<file path="src/rtl/hcr_pkg.sv">
package hcr_pkg;
  localparam int unsigned DIV_W      = 16;
  localparam int unsigned NRST       = 3;

  localparam int unsigned OFF_GCTRL  = 32'h00;
  localparam int unsigned OFF_CLK    = 32'h04;
  localparam int unsigned OFF_WIDTH  = 32'h0C;
  localparam int unsigned OFF_BLK    = 32'h10;
  localparam int unsigned OFF_BCNT   = 32'h14;
  localparam int unsigned OFF_CMD    = 32'h18;
  localparam int unsigned OFF_ARG    = 32'h1C;
  localparam int unsigned OFF_MASK   = 32'h30;
  localparam int unsigned OFF_MINT   = 32'h34;
  localparam int unsigned OFF_RAW    = 32'h38;

  localparam int unsigned GC_IE_BIT  = 4;
  localparam int unsigned GC_DMA_BIT = 5;

  localparam int unsigned CMD_GO_BIT    = 31;
  localparam int unsigned CMD_CLKUP_BIT = 21;
  localparam int unsigned CMD_WAIT_BIT  = 13;

  localparam int unsigned ST_CMD_DONE   = 2;
  localparam int unsigned ST_DATA_OVER  = 3;
  localparam int unsigned ST_RSP_CRC    = 6;
  localparam int unsigned ST_DAT_CRC    = 7;
  localparam int unsigned ST_RSP_TMO    = 8;
  localparam int unsigned ST_FIFO_RUN   = 11;
  localparam int unsigned ST_START_ERR  = 13;
  localparam int unsigned ST_AUTO_DONE  = 14;
  localparam int unsigned ST_END_ERR    = 15;

  localparam logic [31:0] ST_IMPL =
      (32'd1 << ST_CMD_DONE)  | (32'd1 << ST_DATA_OVER) |
      (32'd1 << ST_RSP_CRC)   | (32'd1 << ST_DAT_CRC)   |
      (32'd1 << ST_RSP_TMO)   | (32'd1 << ST_FIFO_RUN)  |
      (32'd1 << ST_START_ERR) | (32'd1 << ST_AUTO_DONE) |
      (32'd1 << ST_END_ERR);
endpackage

</file>
<file path="src/rtl/hcr_gctrl.sv">
module hcr_gctrl
  import hcr_pkg::*;
(
  input  logic            clk,
  input  logic            rst_n,
  input  logic            wr_i,
  input  logic [NRST-1:0] set_i,
  input  logic            ie_i,
  input  logic            dma_i,
  input  logic [NRST-1:0] done_i,
  output logic [NRST-1:0] pend_o,
  output logic            ie_o,
  output logic            dma_o
);
  logic ie_q, dma_q;

  for (genvar g = 0; g < NRST; g++) begin : g_rst
    logic pend_q, pend_d;
    always_comb begin
      pend_d = pend_q;
      if (done_i[g])            pend_d = 1'b0;
      if (wr_i && set_i[g])     pend_d = 1'b1;
    end
    always_ff @(posedge clk or negedge rst_n) begin
      if (!rst_n) pend_q <= 1'b0;
      else        pend_q <= pend_d;
    end
    assign pend_o[g] = pend_q;

    // a request is held until its done pulse
    p_rst_hold_r2: assert property (@(posedge clk) disable iff (!rst_n)
      (pend_q && !done_i[g]) |=> pend_q);
  end

  always_ff @(posedge clk or negedge rst_n) begin
    if (!rst_n) begin
      ie_q  <= 1'b0;
      dma_q <= 1'b0;
    end else if (wr_i) begin
      ie_q  <= ie_i;
      dma_q <= dma_i;
    end
  end
  assign ie_o  = ie_q;
  assign dma_o = dma_q;
endmodule

</file>
<file path="src/rtl/hcr_cmd.sv">
module hcr_cmd
  import hcr_pkg::*;
(
  input  logic             clk,
  input  logic             rst_n,
  input  logic             wr_i,
  input  logic [31:0]      wdata_i,
  input  logic [DIV_W:0]   clkcfg_i,
  input  logic             cmd_done_i,
  input  logic             data_busy_i,
  output logic [31:0]      cmd_o,
  output logic             launch_o,
  output logic [DIV_W-1:0] clk_div_o,
  output logic             clk_on_o
);
  logic           go_q, go_d, launch_q, launch_d;
  logic           upd_q, upd_d, wait_q, wait_d;
  logic [30:0]    cmd_q, cmd_d;
  logic [DIV_W:0] clk_q, clk_d;
  logic           accept, upd_fire;

  always_comb begin
    accept   = wr_i && !go_q;
    upd_fire = upd_q && (!wait_q || !data_busy_i);
    go_d     = go_q;
    cmd_d    = cmd_q;
    upd_d    = upd_q;
    wait_d   = wait_q;
    clk_d    = clk_q;
    launch_d = 1'b0;
    if (accept) begin
      cmd_d = wdata_i[30:0];
      go_d  = wdata_i[CMD_GO_BIT];
      if (wdata_i[CMD_GO_BIT]) begin
        if (wdata_i[CMD_CLKUP_BIT]) begin
          upd_d  = 1'b1;
          wait_d = wdata_i[CMD_WAIT_BIT];
        end else begin
          launch_d = 1'b1;
        end
      end
    end else if (upd_fire) begin
      clk_d = clkcfg_i;
      go_d  = 1'b0;
      upd_d = 1'b0;
    end else if (go_q && !upd_q && cmd_done_i) begin
      go_d = 1'b0;
    end
  end

  always_ff @(posedge clk or negedge rst_n) begin
    if (!rst_n) begin
      go_q     <= 1'b0;
      launch_q <= 1'b0;
      upd_q    <= 1'b0;
      wait_q   <= 1'b0;
      cmd_q    <= '0;
      clk_q    <= '0;
    end else begin
      go_q     <= go_d;
      launch_q <= launch_d;
      upd_q    <= upd_d;
      wait_q   <= wait_d;
      if (accept)   cmd_q <= cmd_d;
      if (upd_fire) clk_q <= clk_d;
    end
  end

  assign cmd_o     = {go_q, cmd_q};
  assign launch_o  = launch_q;
  assign clk_div_o = clk_q[DIV_W-1:0];
  assign clk_on_o  = clk_q[DIV_W];

  // one launch pulse per accepted command
  p_launch_single_r3: assert property (@(posedge clk) disable iff (!rst_n)
    launch_q |=> !launch_q);
  // writes while pending do not touch the word
  p_pending_ignored_r4: assert property (@(posedge clk) disable iff (!rst_n)
    (wr_i && go_q) |=> ($stable(cmd_q) && !launch_q));
  // waiting update keeps the clock outputs
  p_clk_wait_r5: assert property (@(posedge clk) disable iff (!rst_n)
    (upd_q && wait_q && data_busy_i) |=> $stable(clk_q));
endmodule

</file>
<file path="src/rtl/hcr_irq.sv">
module hcr_irq
  import hcr_pkg::*;
(
  input  logic        clk,
  input  logic        rst_n,
  input  logic        clr_i,
  input  logic        mask_wr_i,
  input  logic [31:0] wdata_i,
  input  logic [31:0] evt_i,
  input  logic        ie_i,
  output logic [31:0] raw_o,
  output logic [31:0] mask_o,
  output logic        irq_o
);
  logic [31:0] raw_q, raw_d, mask_q, clr_vec;

  always_comb begin
    clr_vec = clr_i ? wdata_i : '0;
    raw_d   = (raw_q & ~clr_vec) | (evt_i & ST_IMPL);
  end

  always_ff @(posedge clk or negedge rst_n) begin
    if (!rst_n) begin
      raw_q  <= '0;
      mask_q <= '0;
    end else begin
      raw_q <= raw_d;
      if (mask_wr_i) mask_q <= wdata_i & ST_IMPL;
    end
  end

  assign raw_o  = raw_q;
  assign mask_o = mask_q;
  assign irq_o  = ie_i && |(raw_q & mask_q);

  // written ones are cleared unless an event set them again
  p_w1c_r8: assert property (@(posedge clk) disable iff (!rst_n)
    clr_i |=> ((raw_q & $past(wdata_i) & ~$past(evt_i)) == 32'd0));
  // line only with the enable
  p_irq_gate_r10: assert property (@(posedge clk) disable iff (!rst_n)
    irq_o |-> ie_i);
endmodule

</file>
<file path="src/rtl/mmc_host_csr.sv">
module mmc_host_csr
  import hcr_pkg::*;
#(
  parameter int unsigned ADDR_W = 8,
  parameter int unsigned BLK_W  = 16
) (
  input  logic              clk,
  input  logic              rst_n,
  input  logic              bus_we,
  input  logic [ADDR_W-1:0] bus_addr,
  input  logic [31:0]       bus_wdata,
  output logic [31:0]       bus_rdata,
  output logic              cmd_launch_o,
  output logic [31:0]       cmd_word_o,
  output logic [31:0]       cmd_arg_o,
  output logic [BLK_W-1:0]  blk_size_o,
  output logic [31:0]       byte_cnt_o,
  output logic [1:0]        bus_width_o,
  output logic [15:0]       clk_div_o,
  output logic              clk_on_o,
  output logic              dma_en_o,
  output logic [2:0]        rst_req_o,
  input  logic [2:0]        rst_done_i,
  input  logic              cmd_done_i,
  input  logic              data_busy_i,
  input  logic [31:0]       evt_i,
  output logic              irq_o
);
  localparam int unsigned IDX_W = ADDR_W - 2;

  logic [1:0]       rs_q;
  logic             rst_sync_n;
  logic [IDX_W-1:0] widx;
  logic             unused_addr_lsb;
  logic             we_gc, we_clk, we_wid, we_blk, we_bcnt, we_cmd, we_arg, we_mask, we_raw;
  logic [DIV_W:0]   clkcfg_q;
  logic [1:0]       width_q;
  logic [BLK_W-1:0] blk_q;
  logic [31:0]      bcnt_q, arg_q, raw_w, mask_w;
  logic [2:0]       pend_w;
  logic             ie_w;

  always_ff @(posedge clk or negedge rst_n) begin
    if (!rst_n) rs_q <= 2'b00;
    else        rs_q <= {rs_q[0], 1'b1};
  end
  assign rst_sync_n = rs_q[1];

  assign widx            = bus_addr[ADDR_W-1:2];
  assign unused_addr_lsb = ^bus_addr[1:0];

  always_comb begin
    we_gc   = bus_we && (widx == IDX_W'(OFF_GCTRL >> 2));
    we_clk  = bus_we && (widx == IDX_W'(OFF_CLK   >> 2));
    we_wid  = bus_we && (widx == IDX_W'(OFF_WIDTH >> 2)) && (bus_wdata[1:0] != 2'd3);
    we_blk  = bus_we && (widx == IDX_W'(OFF_BLK   >> 2));
    we_bcnt = bus_we && (widx == IDX_W'(OFF_BCNT  >> 2));
    we_cmd  = bus_we && (widx == IDX_W'(OFF_CMD   >> 2));
    we_arg  = bus_we && (widx == IDX_W'(OFF_ARG   >> 2));
    we_mask = bus_we && (widx == IDX_W'(OFF_MASK  >> 2));
    we_raw  = bus_we && (widx == IDX_W'(OFF_RAW   >> 2));
  end

  always_ff @(posedge clk or negedge rst_sync_n) begin
    if (!rst_sync_n) begin
      clkcfg_q <= '0;
      width_q  <= '0;
      blk_q    <= '0;
      bcnt_q   <= '0;
      arg_q    <= '0;
    end else begin
      if (we_clk)  clkcfg_q <= bus_wdata[DIV_W:0];
      if (we_wid)  width_q  <= bus_wdata[1:0];
      if (we_blk)  blk_q    <= bus_wdata[BLK_W-1:0];
      if (we_bcnt) bcnt_q   <= bus_wdata;
      if (we_arg)  arg_q    <= bus_wdata;
    end
  end

  hcr_gctrl u_gctrl (
    .clk    (clk),
    .rst_n  (rst_sync_n),
    .wr_i   (we_gc),
    .set_i  (bus_wdata[NRST-1:0]),
    .ie_i   (bus_wdata[GC_IE_BIT]),
    .dma_i  (bus_wdata[GC_DMA_BIT]),
    .done_i (rst_done_i),
    .pend_o (pend_w),
    .ie_o   (ie_w),
    .dma_o  (dma_en_o)
  );

  hcr_cmd u_cmd (
    .clk         (clk),
    .rst_n       (rst_sync_n),
    .wr_i        (we_cmd),
    .wdata_i     (bus_wdata),
    .clkcfg_i    (clkcfg_q),
    .cmd_done_i  (cmd_done_i),
    .data_busy_i (data_busy_i),
    .cmd_o       (cmd_word_o),
    .launch_o    (cmd_launch_o),
    .clk_div_o   (clk_div_o),
    .clk_on_o    (clk_on_o)
  );

  hcr_irq u_irq (
    .clk       (clk),
    .rst_n     (rst_sync_n),
    .clr_i     (we_raw),
    .mask_wr_i (we_mask),
    .wdata_i   (bus_wdata),
    .evt_i     (evt_i),
    .ie_i      (ie_w),
    .raw_o     (raw_w),
    .mask_o    (mask_w),
    .irq_o     (irq_o)
  );

  always_comb begin
    bus_rdata = '0;
    if      (widx == IDX_W'(OFF_GCTRL >> 2)) bus_rdata = {26'd0, dma_en_o, ie_w, 1'b0, pend_w};
    else if (widx == IDX_W'(OFF_CLK   >> 2)) bus_rdata = 32'(clkcfg_q);
    else if (widx == IDX_W'(OFF_WIDTH >> 2)) bus_rdata = {30'd0, width_q};
    else if (widx == IDX_W'(OFF_BLK   >> 2)) bus_rdata = 32'(blk_q);
    else if (widx == IDX_W'(OFF_BCNT  >> 2)) bus_rdata = bcnt_q;
    else if (widx == IDX_W'(OFF_CMD   >> 2)) bus_rdata = cmd_word_o;
    else if (widx == IDX_W'(OFF_ARG   >> 2)) bus_rdata = arg_q;
    else if (widx == IDX_W'(OFF_MASK  >> 2)) bus_rdata = mask_w;
    else if (widx == IDX_W'(OFF_MINT  >> 2)) bus_rdata = raw_w & mask_w;
    else if (widx == IDX_W'(OFF_RAW   >> 2)) bus_rdata = raw_w;
  end

  assign rst_req_o   = pend_w;
  assign cmd_arg_o   = arg_q;
  assign blk_size_o  = blk_q;
  assign byte_cnt_o  = bcnt_q;
  assign bus_width_o = width_q;

  // reserved width code never reaches the output
  p_width_legal_r7: assert property (@(posedge clk) disable iff (!rst_sync_n)
    bus_width_o != 2'd3);
  // masked view is read-only
  p_mint_readonly_r12: assert property (@(posedge clk) disable iff (!rst_sync_n)
    (bus_we && widx == IDX_W'(OFF_MINT >> 2) && evt_i == 32'd0) |=> $stable(raw_w));
endmodule

</file>
<file path="config.mk">
export PLATFORM = sky130hd
export DESIGN_NAME = mmc_host_csr
export DESIGN_NICKNAME = d
export VERILOG_FILES = /design/src/rtl/hcr_pkg.sv /design/src/rtl/hcr_gctrl.sv /design/src/rtl/hcr_cmd.sv /design/src/rtl/hcr_irq.sv /design/src/rtl/mmc_host_csr.sv
export SDC_FILE = /design/constraint.sdc
export NUM_CORES = 1
export LEC_CHECK = 0
export BUFFER_PORTS_ARGS = -buffer_cell sky130_fd_sc_hd__buf_2
export CORE_MARGIN = 5
export CORE_UTILIZATION = 58
export DETAILED_ROUTE_END_ITERATION = 10
export HOLD_SLACK_MARGIN = 0.15
export PLACE_DENSITY = 0.86
export SYNTH_ARGS = -nofsm -noshare
export SYNTH_HDL_FRONTEND = slang
export SYNTH_HIERARCHICAL = 1
export SYNTH_SLANG_ARGS = --single-unit
</file>
<file path="constraint.sdc">
create_clock -name clk -period 10.9 [get_ports clk]
set_input_delay 2.18 -clock clk [delete_from_list [all_inputs] [get_ports clk]]
set_output_delay 2.18 -clock clk [all_outputs]
set_load 0.005 [all_outputs]
</file>
## After elaboration in Yosys (flattened, before gate mapping)

Cells that the tools add are included.
Widths: inputs -> output; s select.

- Reduce and logical (&&, ||, !) cells: 33
- Shift operators: 0
- Multipliers: 0
- $lt $le $gt $ge: 0
- Eq/ne operators: 12
- Bitwise operators: 5
- Div/mod/pow operators: 0
- $add $sub $neg: 0
- Muxes and demuxes: 27

Operators with widths:

| kind | number |
|---|---|
| $mux 32 | 11 |
| $and 32x16->32 | 1 |
| $and 32x32->32 | 1 |
| $not 32->32 | 1 |
| $or 32x16->32 | 1 |
| $reduce_or 32->1 | 1 |
| $eq 6x3->1 const B | 4 |
| $eq 6x4->1 const B | 3 |
| $logic_and 1x1->1 | 18 |
| $mux 1 | 16 |
| $reduce_bool 2->1 | 4 |
| $eq 6x1->1 const B | 1 |
| $eq 6x2->1 const B | 1 |
| $logic_not 6->1 | 1 |
| $ne 2x2->1 const B | 3 |
| $reduce_and 3->1 | 2 |
| $logic_not 1->1 | 4 |
| $reduce_bool 3->1 | 1 |
| $reduce_and 2->1 | 1 |
| $logic_or 1x1->1 | 1 |
| $not 1->1 | 1 |

- Register bits after elaboration: 199
- Bits in latches: 0
- ROM bits: 0
- Memory bits (writable): 0
- Memories: 0
- Word-level logic and storage cells: 96
- Input port bits: 80
- Output and inout bits: 169

## Depth between registers and ports, before layout

Gate-level depths: netlist of run 1.

- Depth after elaboration: 11
- Gate-level depth with buffers: 10
- Mapped depth without buffers: 6

## By module

Netlist of run 1, hierarchy kept.

Modules (own cells, without submodules):

| module | times used | area each (um^2) | sequential area each (um^2) | cells each |
|---|---|---|---|---|
| mmc_host_csr | 1 | 6003.3 | 2527.4 | 560 |
| hcr_cmd | 1 | 2003.2 | 1301.2 | 118 |
| hcr_irq | 1 | 1654.1 | 1026.0 | 125 |
| hcr_gctrl | 1 | 207.7 | 125.1 | 19 |

## Worst setup path before layout of run 1

No wires, ideal clock.

- Path kind: input to output
- Start: in bus_addr[5]
- End: out bus_rdata[21]
- Arrival: 3.686 ns
- Required time: 8.720 ns
- Setup slack: 5.034 ns
- Path buffers: 3
- Cell stages on the path: 7
- Path through: buf_2 > or4b_1 > buf_2 > nor2_1 > buf_2 > a222oi_1 > a21oi_1

- Longest elaborated chain between the ends: 11
- Elaborated cells on any way between the ends: 20
- Classes of those cells: eq/ne: 9; mux: 10; reduce/logical: 1

Ends and longest elaborated chain:

| item | line | RTL |
|---|---|---|
| start: declaration | mmc_host_csr.sv:10 | `input logic [ADDR_W-1:0] bus_addr,` |
| $eq 6x4->1 | mmc_host_csr.sv:131 | `else if (widx == IDX_W'(OFF_RAW >> 2)) bus_rdata = raw_w;` |
| $mux 32 | mmc_host_csr.sv:131 |  |
| $mux 32 | mmc_host_csr.sv:130 | `else if (widx == IDX_W'(OFF_MINT >> 2)) bus_rdata = raw_w & mask_w;` |
| $mux 32 | mmc_host_csr.sv:129 | `else if (widx == IDX_W'(OFF_MASK >> 2)) bus_rdata = mask_w;` |
| $mux 32 | mmc_host_csr.sv:128 | `else if (widx == IDX_W'(OFF_ARG >> 2)) bus_rdata = arg_q;` |
| $mux 32 | mmc_host_csr.sv:127 | `else if (widx == IDX_W'(OFF_CMD >> 2)) bus_rdata = cmd_word_o;` |
| $mux 32 | mmc_host_csr.sv:126 | `else if (widx == IDX_W'(OFF_BCNT >> 2)) bus_rdata = bcnt_q;` |
| $mux 32 | mmc_host_csr.sv:125 | `else if (widx == IDX_W'(OFF_BLK >> 2)) bus_rdata = 32'(blk_q);` |
| $mux 32 | mmc_host_csr.sv:124 | `else if (widx == IDX_W'(OFF_WIDTH >> 2)) bus_rdata = {30'd0, width_q};` |
| $mux 32 | mmc_host_csr.sv:123 | `else if (widx == IDX_W'(OFF_CLK >> 2)) bus_rdata = 32'(clkcfg_q);` |
| $mux 32 (*) | mmc_host_csr.sv:122 | `if (widx == IDX_W'(OFF_GCTRL >> 2)) bus_rdata = {26'd0, dma_en_o, ie_w, 1'b0, pend_w};` |
| end: declaration | mmc_host_csr.sv:12 | `output logic [31:0] bus_rdata,` |

Every way passes the cells marked *; elsewhere a longest branch is shown, timed or not.

## Worst setup path after layout of run 1

- Start: in bus_addr[2]
- End: out bus_rdata[25]

The elaborated chain is that of the path after synthesis.

==> flow_metrics.py, run 1 <==
metrics = {
    "clocking": {
        "insertion_delay_ns": 0.42,
        "cts_setup_buffers": 0,
        "path_clk_slew_ns": 0.06,
        "cts_num_sinks": 199,
        "cts_tree": "done",
        "postCtsResizedCells": 0,
        "clockBufferDepth": 2,
        "cts_made_buffers": 17,
        "h-tree-depth": 4,
        "root_buffer": "clkbuf_16",
        "hold_buffers": 0,
    },
    "routing": {
        "routedWlPerCell_um": 22.2,
        "drc": 0,
        "drt_iter0_drc": 577,
        "firstDrtPassIters": 5,
        "drtAntennaViolNets": 0,
        "viasPerCell": 6.21,
        "vias": 7701,
        "wl_um": 27600,
    },
    "timing": {
        "skew_ns": 0.00831,
        "slew_viol_final": 0,
        "rsz0062_at_grt": "no",
        "setup_tns_ns": 0,
        "finalHoldViolations": 0,
        "tightest_slew_ns": 1.18,
        "setup_violations": 0,
        "slew_headroom": 0.214,
        "fmax_mhz": 137,
        "post-route-min-period_ns": 7.30,
        "period_share": 0.670,
    },
    "power": {
        "total_power_mw": 1.78,
        "p_int_mw": 1.30,
        "p_switching_mw": 0.479,
        "clockPowerShare": 0.332,
        "peakVddDrop_v": 0.000113,
        "powerDensity_nw_per_um2": 155,
        "power.share.sequential": 0.505,
        "p_sw_frac": 0.270,
        "combPwrFrac": 0.163,
        "p_leak_nw": 5.76,
    },
    "logic_synthesis": {
        "synth_warnings": 6,
        "synth_common_cells": "199 x dfrtp_1, 137 x mux2_2, 49 x nand2b_1",
        "yosys-top-cells-area": "dfrtp_1 50%, mux2_2 16%, nand2b_1 3.1%",
        "yosysUniqueCellTypes": 60,
        "ys_seq_area_frac": 0.505,
        "async_reset_ff_frac": 1.00,
        "synth-seq-cells": 199,
        "postSynthCellCount": 822,
        "synthesis.area_um2": 9870,
        "synth_edf_count": 0,
        "syn_avg_cell_area_um2": 12.0,
        "synth_top_area_cell": "dfrtp_1",
        "synth.most_common_cell": "dfrtp_1",
        "yosysTopAreaCellShare": 0.505,
        "synth_top_flop_cell": "dfrtp_1",
    },
    "setup_path": {
        "worst-path-max-fanout": 62,
        "critPathCaptureType": "output port",
        "critical_path_class": "input pin to output port",
        "worstSetupStartpointType": "input pin",
        "cp.arrival_ns": 5.12,
        "crit_required_ns": 8.72,
    },
    "grt": {
        "busiest_layer": "met2",
        "gr-total-overflow": 0,
        "antenna_found_initial": 0,
        "grt_max_degree": 84,
        "grt_use_met3": 0.0566,
        "grt_pass1_wl_um": 43600,
        "met1_usage": 0.393,
        "grt_util_met2": 0.436,
        "grt_usage": 0.278,
        "grt_pass1_vias": 7779,
    },
    "layout": {
        "area_delta_synth_final_pct": 16.4,
        "stdcell_area_um2": 11500,
        "diodes": 0,
        "drive_above_1_share": 0.426,
        "fin_nets": 1088,
    },
    "placed_design": {
        "finalWeightedCongestion": 0.836,
        "placed_cell_area_um2": 10900,
        "place_hpwl_um": 18100,
        "portBuffers": 223,
    },
    "floorplan": {
        "core_um2": 16600,
        "initial_core_util": 0.593,
        "chipHeight_um": 140,
        "ios": 249,
        "fp.dieW_um": 140,
        "placementRows": 47,
        "die_area_um2": 19700,
    },
    "min_path": {
        "min_path_type": "flop to flop",
    },
    "flow_run": {
        "maxCapViolCount": 0,
    },
    "outcome": {
        "run_status": "complete, no violations",
    },
}
layer usage:
layer	share of wire	vias to the layer above
met1	0.44	3973
met4	0.018	0
li1	-	3396
met2	0.48	300
met3	0.067	32
met5	0	-
logic make-up after synthesis:
group           count (synthesis)  synth area share
buf+inv                        97            0.0536
simple gates                  138            0.0830
mux                           166             0.196
compound gates                220             0.162
other cells                     2          0.000761
flops                         199             0.505
sequential cells by signal, indices dropped and copies added (netlist names):
name                  flops
blk_size_o               16
bus_width_o               2
byte_cnt_o               32
clkcfg_q                 17
cmd_arg_o                32
rs_q                      2
u_cmd/clk_q              17
u_cmd/cmd_q              31
u_cmd/go_q                1
u_cmd/launch_o            1
u_cmd/upd_q               1
u_cmd/wait_q              1
u_gctrl/dma_o             1
u_gctrl/g_rst.pend_q      3
u_gctrl/ie_o              1
u_irq/mask_o              9
u_irq/raw_o              32
stage by stage:
step                      hold WS [ns]   util  worst slack [ns]  cells
after floorplan                  0.331      -              4.94    844
after global placement           0.336  0.658              3.80   1209
after detailed placement         0.343  0.658              3.69   1209
after CTS                        0.357  0.690              3.69   1240
after global routing             0.380  0.690              3.37   1240
final                            0.352  0.690              3.60   1240
final cells by class:
class,instances,area (µm²)
Multi-Input combinational cell,548,4460
Tap cell,220,275
Clock inverter,12,103
Fill cell,1241,5160
Clock buffer,19,433
Timing Repair Buffer,234,1200
Sequential cell,199,4980
Inverter,8,30.0
cells in the final DEF, fill, tap and decap left out, types with 24 or more instances in the layout:
cell,synthesis,layout
a21boi_0,24,24
a21oi_1,34,34
a222oi_1,27,27
a32o_1,26,26
buf_2,19,223
conb_1,2,24
dfrtp_1,199,198
mux2_2,137,137
nand2_1,28,26
nand2b_1,49,49
o21ai_0,48,48
worst paths after layout:
path / startpoint / endpoint / slack [ns] / cells after the start
max: bus_addr[2] / bus_rdata[25] / 3.60 / 7
min: rs_q[0] / rs_q[1] / 0.35 / 0
max reg2reg: rs_q[1] / u_cmd/cmd_q[12] / 9.06 / 1
min reg2reg: rs_q[0] / rs_q[1] / 0.35 / 0
max in group asynchronous: rs_q[1] / u_cmd/cmd_q[12] / 9.06 / 1
min in group asynchronous: rs_q[1] / byte_cnt_o[29] / 0.36 / 0
power by group through the flow:
stage               combinational, mW  sequential [mW]  clock, mW
finish                          0.290            0.896      0.590
global route                    0.317            0.908      0.631
CTS                             0.292            0.895      0.598
detailed placement              0.291            0.908          0
global placement                0.282            0.903          0
floorplan                       0.151            0.910          0
worst max-delay path: stages:
cell and delay [ns]:
buf_2 0.43, buf_4 0.65, nor2b_1 0.31, nand2_1 0.73, o21ai_0 0.49, a21oi_1 0.08, buf_2 0.19
Note: power is estimated with default switching activity, not from simulation.
==> run 2, diff against run 1 <==
--- a/config.mk
+++ b/config.mk
@@ -7,10 +7,10 @@
 export LEC_CHECK = 0
 export BUFFER_PORTS_ARGS = -buffer_cell sky130_fd_sc_hd__buf_2
 export CORE_MARGIN = 5
-export CORE_UTILIZATION = 58
+export CORE_UTILIZATION = 49
 export DETAILED_ROUTE_END_ITERATION = 10
 export HOLD_SLACK_MARGIN = 0.15
-export PLACE_DENSITY = 0.86
+export PLACE_DENSITY = 0.77
 export SYNTH_ARGS = -nofsm -noshare
 export SYNTH_HDL_FRONTEND = slang
 export SYNTH_HIERARCHICAL = 1
==> constraint.sdc (replaced) <==
create_clock -name clk -period 6.7 [get_ports clk]
set_input_delay 1.34 -clock clk [delete_from_list [all_inputs] [get_ports clk]]
set_output_delay 1.34 -clock clk [all_outputs]
set_load 0.005 [all_outputs]
==> run 2 against run 1 <==
Net effect:
- first-iteration DRC count is 1.7% higher
- highest routed layer unchanged
- hold slack better by 0.0093 ns
- critical path type unchanged
- combinational power is 62% higher
- sequential power is 63% higher
- via count is 1.9% lower
- power is 65% higher
==> flow_metrics.py, run 2 (synthesis gave the netlist of run 1 again) <==
metrics = {
    "placed_design": {
        "portBuffers": 223,
        "dp_cells": 1260,
        "place_hpwl_um": 18300,
        "finalWeightedCongestion": 0.843,
        "place_ws_ns": 1.45,
    },
    "clocking": {
        "root_buffer": "clkbuf_16",
        "hold_buffers": 0,
        "cts_tree": "done",
        "path_clk_slew_ns": 0.07,
        "clockBufferDepth": 2,
        "cts_setup_buffers": 0,
        "cts_made_buffers": 17,
        "cts_num_sinks": 199,
        "h-tree-depth": 4,
        "insertion_delay_ns": 0.43,
        "postCtsResizedCells": 0,
    },
    "routing": {
        "firstDrtPassIters": 6,
        "wl_um": 27700,
        "drc": 0,
        "routed.top_layer": "met4",
        "vias": 7555,
        "drt_iter0_drc": 587,
        "routedWlPerCell_um": 21.4,
        "viasPerCell": 5.84,
        "wl_met1_um": 12000,
        "met3WireLength_um": 1830,
        "drtAntennaViolNets": 0,
        "wl_met2_um": 13300,
    },
    "timing": {
        "finalHoldViolations": 0,
        "setup_tns_ns": 0,
        "slew_headroom": 0.300,
        "skew_ns": 0.0175,
        "slew_viol_final": 0,
        "rsz0062_at_grt": "no",
        "post-route-min-period_ns": 5.31,
        "setup_violations": 0,
        "tightest_slew_ns": 1.05,
        "fin_ws_ns": 1.39,
        "period_share": 0.792,
        "fmax_mhz": 188,
    },
    "layout": {
        "area_delta_synth_final_pct": 17.4,
        "layout_commonest_cell": "buf_2",
        "multi_input_area_um2": 4460,
        "register_area_um2": 4980,
        "fillCellCount": 1719,
        "fin_nets": 1089,
        "stdcell_count": 1293,
        "final_cell_mix": "223 x buf_2, 198 x dfrtp_1, 137 x mux2_2",
        "drive_above_1_share": 0.429,
    },
    "floorplan": {
        "ios": 249,
        "initial_core_util": 0.492,
        "fp.dieW_um": 152,
        "die_area_um2": 23100,
        "core_um2": 20000,
        "placementRows": 52,
        "chipHeight_um": 152,
    },
    "power": {
        "peakVddDrop_v": 0.000168,
        "clockPowerShare": 0.342,
        "total_power_mw": 2.93,
        "p_int_mw": 2.13,
        "p_leak_nw": 5.77,
        "p_sw_frac": 0.273,
        "power.share.sequential": 0.498,
        "powerDensity_nw_per_um2": 253,
        "p_switching_mw": 0.799,
        "combPwrFrac": 0.160,
    },
    "grt": {
        "antenna_found_initial": 1,
        "grt_pass1_vias": 7636,
        "grt_usage": 0.238,
        "grt_max_degree": 75,
        "grt_pass1_wl_um": 44100,
        "gr-total-overflow": 0,
    },
    "flow_run": {
        "maxCapViolCount": 0,
    },
    "setup_path": {
        "critPathCaptureType": "output port",
        "crit_required_ns": 5.36,
        "cp.arrival_ns": 3.97,
        "worstSetupStartpointType": "input pin",
        "critical_path_class": "input pin to output port",
        "worst-path-max-fanout": 30,
    },
    "outcome": {
        "run_status": "complete, no violations",
    },
    "min_path": {
        "min_path_type": "flop to flop",
    },
}
==> run 2: metal layers <==
layer | vias up | track usage
met5 | - | 0
met4 | 0 | 0.0882
met3 | 37 | 0.0492
met2 | 290 | 0.377
met1 | 3829 | 0.325
li1 | 3399 | -
==> run 2: worst max-delay path: stages <==
cell and delay [ns]:
buf_2 0.45, or4b_1 0.75, nor3_4 0.86, a211oi_1 0.18, o211ai_1 0.23, buf_2 0.15
==> run 2: through the flow <==
step / area [µm²] / hold WS (ns) / utilization
after floorplan: 9950 / 0.331 / -
after global placement: 11000 / 0.338 / 0.550
after detailed placement: 11000 / 0.353 / 0.550
after CTS: 11600 / 0.370 / 0.578
after global routing: 11600 / 0.375 / 0.578
final: 11600 / 0.361 / 0.578
==> run 2: layout make-up <==
class,count,share of cell area
Antenna cell,1,0.000216
Clock buffer,19,0.0382
Clock inverter,13,0.0105
Inverter,8,0.00259
Multi-Input combinational cell,548,0.385
Sequential cell,199,0.430
Tap cell,270,0.0292
Timing Repair Buffer,235,0.104
==> run 2: worst paths after layout <==
kind                       slack (ns)             end  depth (start not counted)         from
setup reg to reg                 4.81    cmd_arg_o[0]                          1      rs_q[1]
min in group asynchronous        0.42  byte_cnt_o[27]                          0      rs_q[1]
max in group asynchronous        4.81    cmd_arg_o[0]                          1      rs_q[1]
setup / recovery                 1.39    bus_rdata[1]                          6  bus_addr[4]
hold / removal                   0.36         rs_q[1]                          0      rs_q[0]
hold reg to reg                  0.36         rs_q[1]                          0      rs_q[0]
==> run 2: power groups by stage <==
stage,clock network (mW),logic [mW],registers [mW]
finish,1.00,0.470,1.46
global route,1.07,0.514,1.48
CTS,1.03,0.476,1.46
detailed placement,0,0.475,1.48
global placement,0,0.463,1.47
floorplan,0,0.246,1.48
==> run 3, diff against run 2 <==
--- a/config.mk
+++ b/config.mk
@@ -5,12 +5,13 @@
 export SDC_FILE = /design/constraint.sdc
 export NUM_CORES = 1
 export LEC_CHECK = 0
+export ABC_AREA = 1
 export BUFFER_PORTS_ARGS = -buffer_cell sky130_fd_sc_hd__buf_2
 export CORE_MARGIN = 5
-export CORE_UTILIZATION = 49
+export CORE_UTILIZATION = 53
 export DETAILED_ROUTE_END_ITERATION = 10
 export HOLD_SLACK_MARGIN = 0.15
-export PLACE_DENSITY = 0.77
+export PLACE_DENSITY = 0.8
 export SYNTH_ARGS = -nofsm -noshare
 export SYNTH_HDL_FRONTEND = slang
 export SYNTH_HIERARCHICAL = 1
==> constraint.sdc (replaced) <==
create_clock -name clk -period 5.2 [get_ports clk]
set_input_delay 1.04 -clock clk [delete_from_list [all_inputs] [get_ports clk]]
set_output_delay 1.04 -clock clk [all_outputs]
set_load 0.005 [all_outputs]
==> run 3 against run 2 <==
Net effect:
- combinational power grew 4%
- critical path depth grew 4
- clock skew shrank 0.0088 ns
- count of clock-buffer cells in the layout is the same
- core utilization grew 5.5 points
- design area shrank 2.2%
- sequential share of layout area grew 0.96 points
- power grew 32%
- cell count grew 23%
- register-to-register slack lost 1.5 ns
==> flow_metrics.py, run 3 <==
metrics = {
    "routing": {
        "viasPerCell": 5.47,
        "drtAntennaViolNets": 0,
        "routedWlPerCell_um": 17.9,
        "vias": 8705,
        "drc": 0,
        "firstDrtPassIters": 5,
        "wl_um": 28500,
        "drt_iter0_drc": 701,
    },
    "grt": {
        "grt_max_degree": 125,
        "gr-total-overflow": 0,
        "grt_usage": 0.271,
        "antenna_found_initial": 1,
        "grt_pass1_vias": 8565,
        "grt_pass1_wl_um": 44200,
    },
    "floorplan": {
        "ios": 249,
        "initial_core_util": 0.536,
        "chipHeight_um": 145,
        "fp.dieW_um": 145,
        "die_area_um2": 20900,
        "core_um2": 17900,
        "placementRows": 49,
    },
    "clocking": {
        "cts_tree": "done",
        "clockBufferDepth": 2,
        "root_buffer": "clkbuf_16",
        "hold_buffers": 0,
        "postCtsResizedCells": 0,
        "cts_num_sinks": 199,
        "h-tree-depth": 4,
        "path_clk_slew_ns": 0.07,
        "insertion_delay_ns": 0.43,
        "cts_made_buffers": 17,
        "cts_setup_buffers": 0,
    },
    "layout": {
        "layout_commonest_cell": "nand2_1",
        "fillCellCount": 1547,
        "multi_input_area_um2": 3900,
        "final_cell_mix": "465 x nand2_1, 223 x buf_2, 198 x dfrtp_1",
        "stdcell_count": 1592,
        "drive_above_1_share": 0.223,
        "post-route-util": 0.633,
        "area_delta_synth_final_pct": 18.0,
        "fin_nets": 1429,
        "register_area_um2": 4980,
    },
    "power": {
        "peakVddDrop_v": 0.000239,
        "p_leak_nw": 6.13,
        "powerDensity_nw_per_um2": 341,
    },
    "timing": {
        "fmax_mhz": 247,
        "rsz0062_at_grt": "no",
        "slew_headroom": 0.192,
        "tightest_slew_ns": 1.21,
        "holdWs_ns": 0.353,
        "period_share": 0.778,
        "setup_violations": 0,
        "setup_tns_ns": 0,
        "slew_viol_final": 0,
        "post-route-min-period_ns": 4.04,
        "finalHoldViolations": 0,
        "skew_ns": 0.00872,
    },
    "min_path": {
        "min_from": "rs_q[0]",
        "min_path_type": "flop to flop",
        "timing.hold.worst_endpoint": "rs_q[1]",
        "hold_depth": 0,
    },
    "placed_design": {
        "finalWeightedCongestion": 0.887,
        "place_hpwl_um": 19000,
        "dp_cells": 1559,
        "portBuffers": 223,
    },
    "setup_path": {
        "r2r_end": "u_cmd/clk_q[14]",
        "reg2reg_slack_ns": 3.32,
        "critical_path_class": "input pin to output port",
        "max_stage_delay_ns": 0.49,
        "r2r_start": "u_cmd/go_q",
        "worstSetupStartpointType": "input pin",
        "worst-path-max-fanout": 19,
        "critPathCaptureType": "output port",
        "path_buf_inv": 4,
        "cp_cell_sequence": "buf_2, inv_2, nand2_1, nor2_4, inv_2, nand3_1, nand4_1, o21ai_0, nand2_1, buf_2",
        "cp.arrival_ns": 3.00,
        "r2r_cells": 6,
        "crit_required_ns": 4.16,
        "slowest_stage": "nor2_4",
        "crit_family": "simple AND/OR/NAND/NOR gates",
    },
    "logic_synthesis": {
        "ys_seq_area_frac": 0.519,
        "synth.most_common_cell": "nand2_1",
        "yosysTopAreaCellShare": 0.519,
        "synth_warnings": 6,
        "synth-seq-cells": 199,
        "synth_top_area_cell": "dfrtp_1",
        "synth_edf_count": 0,
        "synth_top_flop_cell": "dfrtp_1",
        "postSynthCellCount": 1159,
        "synth_common_cells": "466 x nand2_1, 199 x dfrtp_1, 96 x o21ai_0",
        "yosys-top-cells-area": "dfrtp_1 52%, nand2_1 18%, o21ai_0 5.0%",
        "syn_avg_cell_area_um2": 8.28,
        "yosysUniqueCellTypes": 34,
        "async_reset_ff_frac": 1.00,
        "synthesis.area_um2": 9600,
    },
    "flow_run": {
        "maxCapViolCount": 0,
    },
    "outcome": {
        "run_status": "complete, no violations",
    },
}
[run 3: cell count changes after synthesis, moves of 25 or more]
cell	change
nand2_1	+438
mux2_2	-137
inv_1	+59
nand2b_1	-49
o21ai_0	+48
nand4_1	+31
a222oi_1	-27
nor2_1	+27
a32o_1	-26
nand3_1	+25
[run 3: worst max-delay path by stage]
stage | from | endpoint | slack (ns) | cells after the start
6_report | bus_addr[3] | bus_rdata[16] | 1.16 | 10
5_1_grt | bus_addr[3] | bus_rdata[16] | 0.96 | 10
4_1_cts | bus_addr[7] | bus_rdata[14] | 1.10 | 12
3_5_place_dp | bus_addr[7] | bus_rdata[14] | 1.10 | 12
3_3_place_gp | bus_addr[3] | bus_rdata[16] | 1.16 | 10
2_1_floorplan | rs_q[1] | blk_size_o[0] | 1.92 | 0
[run 3: power by group]
part           leakage [nW]  switching [mW]  total [mW]  internal (mW)
Sequential             2.63           0.160        1.88           1.72
Combinational          3.18           0.273       0.489          0.216
Clock                 0.322           0.605        1.49          0.888
Total                  6.13            1.04        3.87           2.83
[run 3: cell families (layout without fill, tap and decap cells)]
| family | count (synthesis) | in the layout | share of synthesized area |
|---|---|---|---|
| buffers and inverters | 161 | 342 | 0.0847 |
| multiplexers | 9 | 9 | 0.0141 |
| AO/OA/AOI/OAI | 199 | 199 | 0.125 |
| AND/OR/NAND/NOR | 589 | 589 | 0.257 |
| flip-flops | 199 | 199 | 0.519 |
| other | 2 | 25 | 0.000782 |
[run 3: metrics by stage]
| stage | power [mW] | instance area [µm²] | setup slack, ns |
|---|---|---|---|
| floorplan | 2.12 | 9680 | 1.92 |
| global placement | 2.38 | 10700 | 1.16 |
| detailed placement | 2.40 | 10700 | 1.10 |
| CTS | 3.88 | 11300 | 1.10 |
| global route | 4.04 | 11300 | 0.957 |
| finish | 3.87 | 11300 | 1.16 |
[run 3: layer usage]
layer,vias to the layer above,part of all wire,routed length [µm],global-route usage
li1,4103,-,-,-
met1,4136,0.40,11400,0.343
met2,396,0.49,13800,0.459
met3,68,0.089,2520,0.0635
met4,2,0.026,738,0.0967
met5,-,0.00046,13,0
[run 3: cell type report]
class                   count  share of cell area
clock inverters            13              0.0191
well taps                 229              0.0253
multi-input cells         821               0.344
diodes                      1            0.000221
flip-flops and latches    199               0.440
inverters                  77              0.0255
repair buffers            233               0.106
clock buffers              19              0.0400
[run 3: worst reg2reg max path, cell delays in order (launching register included)]
cell and delay, ns:
dfrtp_1 0.46, inv_2 0.07, nand2_4 0.06, buf_4 0.54, nand3_4 0.38, nand2_1 0.19, nand2_1 0.07
